--- src/rtl/phase_step_pkg.sv ---
// Package: shared state encoding for the phase step controller.
// Assumes: used by all phase_step modules in one clock domain.
package phase_step_pkg;
    typedef enum logic [1:0] {
        ST_IDLE  = 2'd0,
        ST_ACK   = 2'd1,
        ST_ISSUE = 2'd2,
        ST_WAIT  = 2'd3
    } pstep_state_t;
endpackage

--- src/rtl/pstep_timer.sv ---
// Module: per-step response timer. Counts cycles while run is high and
// flags expiry on the last allowed cycle.
// Assumes: clear is high whenever the controller is not waiting for done.
module pstep_timer #(
    parameter int TMO_CYCLES = 1024
) (
    input  logic clk,
    input  logic rst_n,
    input  logic clear,
    input  logic run,
    output logic expired
);
    localparam int TW = (TMO_CYCLES > 1) ? $clog2(TMO_CYCLES) : 1;
    localparam logic [TW-1:0] LAST = TW'(TMO_CYCLES - 1);

    logic [TW-1:0] count;

    // Count wait cycles; restart whenever a new wait begins.
    always_ff @(posedge clk) begin
        if (!rst_n || clear) count <= '0;
        else if (run && count != LAST) count <= count + 1'b1;
    end

    assign expired = run && (count == LAST);

    // The counter never moves past the last allowed value.
    AST_TMR_BOUND: assert property (@(posedge clk) disable iff (!rst_n)
        (run && count == LAST) |=> (count == LAST || count == '0));
endmodule

--- src/rtl/pstep_offset.sv ---
// Module: signed accumulator of completed phase steps.
// Assumes: upd is high for one cycle per completed step.
module pstep_offset #(
    parameter int OFS_W = 16
) (
    input  logic             clk,
    input  logic             rst_n,
    input  logic             upd,
    input  logic             dir_up,
    output logic [OFS_W-1:0] offset
);
    // Add or subtract one on each completed step.
    always_ff @(posedge clk) begin
        if (!rst_n)      offset <= '0;
        else if (upd)    offset <= dir_up ? offset + 1'b1 : offset - 1'b1;
    end

    AST_OFS_HOLD: assert property (@(posedge clk) disable iff (!rst_n)
        !upd |=> $stable(offset));
endmodule

--- src/rtl/pstep_fsm.sv ---
// Module: request handshake and step sequencing for the phase shift port.
// Assumes: ps_done is a one-cycle pulse; ps_ovf is valid in the done cycle;
// all inputs are synchronous to clk.
module pstep_fsm
    import phase_step_pkg::*;
#(
    parameter int CNT_W = 8
) (
    input  logic             clk,
    input  logic             rst_n,
    input  logic             req,
    input  logic [CNT_W-1:0] req_steps,
    input  logic             req_sign,
    input  logic             ps_done,
    input  logic             locked,
    input  logic             ps_ovf,
    input  logic             tmo_expired,
    output logic             ack,
    output logic             ps_en,
    output logic             ps_incdec,
    output logic             busy,
    output logic             err,
    output logic             step_done,
    output logic             waiting
);
    pstep_state_t     state;
    logic [CNT_W-1:0] remain;
    logic             sign_q;
    logic             err_q;

    // Sequence the handshake, step issue and done wait.
    always_ff @(posedge clk) begin
        if (!rst_n) begin
            state  <= ST_IDLE;
            remain <= '0;
            sign_q <= 1'b0;
            err_q  <= 1'b0;
        end else begin
            unique case (state)
                ST_IDLE: if (req) begin
                    remain <= req_steps;
                    sign_q <= req_sign;
                    err_q  <= 1'b0;
                    state  <= ST_ACK;
                end
                ST_ACK: if (!req) begin
                    if (remain == '0) state <= ST_IDLE;
                    else if (!locked) begin
                        err_q <= 1'b1;
                        state <= ST_IDLE;
                    end else state <= ST_ISSUE;
                end
                ST_ISSUE: begin
                    if (locked) state <= ST_WAIT;
                    else begin
                        err_q <= 1'b1;
                        state <= ST_IDLE;
                    end
                end
                ST_WAIT: begin
                    if (!locked) begin
                        err_q <= 1'b1;
                        state <= ST_IDLE;
                    end else if (ps_done) begin
                        if (ps_ovf) begin
                            err_q <= 1'b1;
                            state <= ST_IDLE;
                        end else if (remain == CNT_W'(1)) begin
                            remain <= '0;
                            state  <= ST_IDLE;
                        end else begin
                            remain <= remain - 1'b1;
                            state  <= ST_ISSUE;
                        end
                    end else if (tmo_expired) begin
                        err_q <= 1'b1;
                        state <= ST_IDLE;
                    end
                end
                default: state <= ST_IDLE;
            endcase
        end
    end

    // Decode outputs from the current state.
    always_comb begin
        ack       = (state == ST_ACK);
        ps_en     = (state == ST_ISSUE) && locked;
        ps_incdec = sign_q;
        busy      = (state != ST_IDLE);
        err       = err_q;
        waiting   = (state == ST_WAIT);
        step_done = waiting && locked && ps_done && !ps_ovf;
    end

    AST_EN_SINGLE: assert property (@(posedge clk) disable iff (!rst_n)
        ps_en |=> !ps_en);
    AST_ACK_HELD: assert property (@(posedge clk) disable iff (!rst_n)
        (ack && req) |=> ack);
    AST_NO_EN_DURING_REQ: assert property (@(posedge clk) disable iff (!rst_n)
        (ack && req) |=> !ps_en);
    AST_DIR_STABLE: assert property (@(posedge clk) disable iff (!rst_n)
        (ps_en && $past(busy)) |-> $stable(ps_incdec));
    AST_OVF_ABORT: assert property (@(posedge clk) disable iff (!rst_n)
        (waiting && locked && ps_done && ps_ovf) |=> (!busy && err));
    AST_LOCK_ABORT: assert property (@(posedge clk) disable iff (!rst_n)
        (waiting && !locked) |=> (!busy && err));
endmodule

--- src/rtl/phase_step_ctrl.sv ---
// Module: top of the dynamic phase shift step controller. Joins the
// sequencer, the per-step timeout and the offset accumulator.
// Assumes: one clock (the phase-shift clock) for all ports.
module phase_step_ctrl #(
    parameter int CNT_W      = 8,
    parameter int OFS_W      = 16,
    parameter int TMO_CYCLES = 1024
) (
    input  logic             clk,
    input  logic             rst_n,
    input  logic             req,
    input  logic [CNT_W-1:0] req_steps,
    input  logic             req_sign,
    output logic             ack,
    output logic             ps_en,
    output logic             ps_incdec,
    input  logic             ps_done,
    input  logic             locked,
    input  logic             ps_ovf,
    output logic             busy,
    output logic             err,
    output logic [OFS_W-1:0] offset
);
    logic tmo_expired;
    logic step_done;
    logic waiting;

    pstep_fsm #(.CNT_W(CNT_W)) u_fsm (
        .clk         (clk),
        .rst_n       (rst_n),
        .req         (req),
        .req_steps   (req_steps),
        .req_sign    (req_sign),
        .ps_done     (ps_done),
        .locked      (locked),
        .ps_ovf      (ps_ovf),
        .tmo_expired (tmo_expired),
        .ack         (ack),
        .ps_en       (ps_en),
        .ps_incdec   (ps_incdec),
        .busy        (busy),
        .err         (err),
        .step_done   (step_done),
        .waiting     (waiting)
    );

    pstep_timer #(.TMO_CYCLES(TMO_CYCLES)) u_timer (
        .clk     (clk),
        .rst_n   (rst_n),
        .clear   (!waiting),
        .run     (waiting),
        .expired (tmo_expired)
    );

    pstep_offset #(.OFS_W(OFS_W)) u_offset (
        .clk    (clk),
        .rst_n  (rst_n),
        .upd    (step_done),
        .dir_up (ps_incdec),
        .offset (offset)
    );
endmodule

--- config.mk ---
export PLATFORM = sky130hd
export DESIGN_NAME = phase_step_ctrl
export DESIGN_NICKNAME = d
export VERILOG_FILES = /design/src/rtl/phase_step_pkg.sv /design/src/rtl/pstep_timer.sv /design/src/rtl/pstep_offset.sv /design/src/rtl/pstep_fsm.sv /design/src/rtl/phase_step_ctrl.sv
export SDC_FILE = /design/constraint.sdc
export NUM_CORES = 1
export LEC_CHECK = 0
export CORE_ASPECT_RATIO = 1.25
export CORE_MARGIN = 2
export CORE_UTILIZATION = 50
export DETAILED_ROUTE_END_ITERATION = 7
export DONT_BUFFER_PORTS = 1
export SYNTH_ARGS = -nofsm -noshare
export SYNTH_HDL_FRONTEND = slang
export SYNTH_SLANG_ARGS = --single-unit
--- constraint.sdc ---
create_clock -name clk -period 3.4 [get_ports clk]
set_input_delay 0.68 -clock clk [delete_from_list [all_inputs] [get_ports clk]]
set_output_delay 0.68 -clock clk [all_outputs]
set_load 0.005 [all_outputs]
# After elaboration in Yosys (flattened, before gate mapping)
# Cells that the tools add are included.
classes:
  addsub: 4
  n_eq_ne: 14
  n_mux: 27
  n_reduce_logical: 18
ops:
  columns: ["operator", "count"]
  rows:
  - ["two-way mux 8 bit", 5]
  - ["two-way mux 2 bit", 10]
  - ["adder 16 x 1 -> 16 bit, second input constant", 1]
  - ["two-way mux 16 bit", 1]
  - ["case mux 8 bit (2 select lines)", 1]
  - ["subtractor 16 x 1 -> 16 bit, second input constant", 1]
  - ["!= test 2 bit, second input constant", 6]
  - ["adder 10 x 1 -> 10 bit, second input constant", 1]
  - ["equality test 10 bit, second input constant", 1]
  - ["!= test 10 bit, second input constant", 1]
  - ["AND reduction 5 bit", 2]
  - ["equality test 8 x 1 -> 1 bit, second input constant", 1]
  - ["zero test 8 bit", 1]
  - ["two-way mux 1 bit", 8]
  - ["!= test 4 bit, second input constant", 2]
  - ["case mux 2 bit (4 select lines)", 1]
  - ["subtractor 8 x 1 -> 8 bit, second input constant", 1]
  - ["logical AND 1 bit", 6]
  - ["equality test 2 bit, second input constant", 2]
  - ["case mux 1 bit (4 select lines)", 1]
  - ["nonzero test 2 bit", 2]
  - ["zero test 1 bit", 3]
  - ["AND reduction 3 bit", 1]
  - ["equality test 2 x 1 -> 1 bit, second input constant", 1]
  - ["other kinds (3)", 3]
totals:
  ff_bits: 38
  input_bits: 15
  out_inout_bits: 21
  word_cells: 69

# Longest topological paths before layout
logic_depth:
  depth_word: 6
  mapped_depth: 9
  mapped_depth_nobuf: 8

# By module
# Synthesis repeated with hierarchy kept, for this count alone.
unflattened:
  cells_unflattened: 352
  hier_area_um2: 2880.3
by_module_without_submodules:
  columns: ["module", "instances", "cells_per_inst", "area_per_inst_um2", "seq_area_each_um2"]
  rows:
  - ["pstep_offset", 1, 177, 1412.6, 320.3]
  - ["pstep_fsm", 1, 105, 882.1, 240.2]
  - ["pstep_timer", 1, 69, 581.8, 200.2]
  - ["phase_step_ctrl", 1, 1, 3.8, 0.0]

# Worst setup path before layout
# OpenSTA, ideal clock, no wires.
synth_path:
  kind: "register -> register"
  from: "register u_fsm.sign_q, in the netlist u_fsm.ps_incdec"
  to: "register u_offset.offset[10]"
  setup_time_ns: 0.079
  arrival_ns: 2.126
  required_ns: 3.321
  slack_ns: 1.195
  path_stages_with_launch: 9
  path_buffers: 0
  synth_period_minus_slack_ns: 2.205
  cell_sequence: "dfxtp_1 -> inv_1 -> ha_1 -> nor2b_1 -> o31a_1 -> o2111ai_2 -> nand2_1 -> a311o_1 -> o211ai_1"
synth_between:
  elab_chain_len: 1
synth_lines:
  columns: ["element", "line_no", "rtl"]
  rows:
  - ["start: declaration", "pstep_fsm.sv:28", "logic sign_q;"]
  - ["start signal: assignment", "pstep_fsm.sv:42", "sign_q <= req_sign;"]
  - ["two-way mux 16 bit", "pstep_offset.sv:15", "else if (upd) offset <= dir_up ? offset + 1'b1 : offset - 1'b1;"]
  - ["end signal: assignment", "pstep_offset.sv:15", null]
  - ["end: declaration", "pstep_offset.sv:10", "output logic [OFS_W-1:0] offset"]
# Every way passes these cells.
# A chain may end at the register's enable or synchronous reset.

# Final worst setup path
# Same ends and word-level chain as after synthesis.

==> metrics <==
status complete, no violations; final non-filler cell total 380; clock buffer depth 2; vias in the first global route 2129; root buffer cell clkbuf_8; post_cts resized 0; synthesized instance count 320; crit-path cells inv_1 > ha_1 > nor2b_1 > o31a_1 > o2111ai_2 > nand2_1 > a311o_1 > o211ai_1; reg-to-reg startpoint u_fsm.ps_incdec; crit end category flip-flop; Post-synth EDFFs 0; core area 0.00512 mm²; Routed Antenna Nets 0; Worst Path Required approximately 3600 ps; max frequency roughly 0.4 GHz; worst slew margin relative to its limit about 53%; Area growth syn-to-layout 4.71%; CP max stage cell inv_1; full die area 0.00597 mm²; Top FF cell, synth dfxtp_1; # hold bufs at CTS 0; buffers added on ports 0; WL/cell about 15 µm; first-pass iteration count of the detailed router 4; leak pwr 1.15 nW; Tightest Pin Transition ~700 ps; CP Launch Type flip-flop; multi-input logic area 0.00179 mm²; crit path buf inv count 1; die width 69.5 µm; Min-Delay Endpoint u_timer.count[9]; Sink Count 38; Final setup violation count 0; share of cells above drive strength 1 under 10%; Vias/cell 5.86; gr ovfl total 0; gpl congestion ~0.85; fin crit share 73.5%; total track usage about a fifth; number of antenna violations at the first check in global routing 0; Hold Violations, Final 0; max-slew violation count 0; Ports 36; Worst VDD drop 0.000270 V; Ant. Diodes 0; RSZ-0062 raised after global routing no; placed cells 372; first-pass GRT wire length 9870 µm; setup TNS 0 ps; CP peak stage delay 410 ps; DR vias 2227; post-synth top area share 28.4%; Yosys top cell by area dfxtp_1; CTS buffer count 5; Synth Cell Area between 0.002 and 0.003 mm²; #FFs+latches synth 38; reg-to-reg critical path endpoint u_offset.offset[10]; synth unique cells 58; CP top delay family compound AO/OA/AOI/OAI gates; commonest cells in the netlist dfxtp_1 (38), nand2_1 (38), nor2_1 (25); row count 29; worst-path fanout max 15; Max-cap violations 0; CTS tree built; final setup skew 6.92 ps; sequential cell area 761 µm²; die span in y between 80 and 90 µm; number of remaining DRC errors 0; setup repair bufs after CTS 0; post-synthesis sequential area ratio 28.4%; Worst Path Arrival 2730 ps; clk slew on worst S/H paths 80 ps; Power Density 380 mW/mm²; Hold Crit Depth 2; hold path start u_timer.count[9]; FILL cells between 400 and 500; Synth Warn # 0; worst hold-check path type flip-flop to flip-flop; Async S/R FF share, synth 0%; post-DP HPWL 4200 µm; Worst Reg2Reg Path Length in Cells 8; worst setup path category flip-flop to flip-flop; R2R Setup Slk 900 ps; Avg Cell Area, Syn 8.38 µm²; First DRT Iteration DRCs 105; fin crit period 2500 ps; Starting Density between 50% and 60%; final net count ~360; Total Routed Length 5770 µm; syn_nets 358; H-tree levels 2; clk_lat worst skew 300 ps; largest cells by area after synthesis dfxtp_1 (28%), ha_1 (10%), nand2_1 (5.3%); largest net degree at the start of global routing 34
[per-layer routing]
layer  track usage (%)  routed length [µm]
met1              24.2                2620
met2              36.0                2840
met3              5.05                 251
met4              5.35                  59
met5                 0                   0
[through the flow]
step                setup WS, ps  hold WS (ps)  total power [mW]  utilization (%)  cell area (µm²)
floorplan                   1200           451             0.674                -             2680
detailed placement           879           491             0.703             52.8             2700
finish                       899           501              1.07             54.9             2810
global route                 708           493              1.13             54.9             2810
CTS                          858           496              1.08             54.9             2810
global placement             913           478             0.701             52.8             2700
[layout make-up]
cell class	count	share of cell area [%]
multi-input combinational	255	63.8
sequential	38	27.1
clock buffer	8	3.92
tap	62	2.76
inverter	16	2.14
timing repair buffer	1	0.267
[power breakdown]
part / switching [mW] / internal (mW) / total [mW]
clock: 0.170 / 0.205 / 0.375
combinational: 0.120 / 0.0903 / 0.210
sequential: 0.0192 / 0.463 / 0.482
[worst max-delay path by stage]
stage	end	start	depth (start not counted)	slack (ps)
after floorplan	u_offset.offset[10]	u_fsm.ps_incdec	8	1200
after global placement	u_offset.offset[10]	u_fsm.ps_incdec	8	910
after detailed placement	u_offset.offset[10]	u_fsm.ps_incdec	8	880
after CTS	u_offset.offset[10]	u_fsm.ps_incdec	8	860
after global routing	u_offset.offset[15]	u_fsm.ps_incdec	8	710
final	u_offset.offset[10]	u_fsm.ps_incdec	8	900
[state kept, by name (all words and copies together) (netlist names)]
name             flops
u_fsm.err            1
u_fsm.ps_incdec      1
u_fsm.remain         8
u_fsm.state          2
u_offset.offset     16
u_timer.count       10
[placed cells by master (no fill, tap or decap), drive strengths merged, types with 5 or more instances in the layout]
cell	n
nand3	16
inv	15
dfxtp	38
nand3b	5
a21o	6
a21oi	13
a31oi	6
nand2	38
o21ai	19
o211ai	5
xor2	12
nor2	26
a21boi	6
o21a	6
mux2i	6
or3	6
and2	6
clkbuf	8
ha	22
a22oi	7
[cells by family after synthesis]
kind of cell	synth area share, %
mux	2.24
buf+inv	4.80
flops	28.4
fa+ha+maj	11.0
xor+xnor	5.22
simple gates	22.6
compound gates	25.7
[worst reg2reg max path, stage by stage, from the launching register on]
cell	delay (ps)
dfxtp_1	370
inv_1	410
ha_1	370
nor2b_1	160
o31a_1	280
o2111ai_2	230
nand2_1	150
a311o_1	380
o211ai_1	90
No activity file was read; power rests on OpenSTA's default activity.
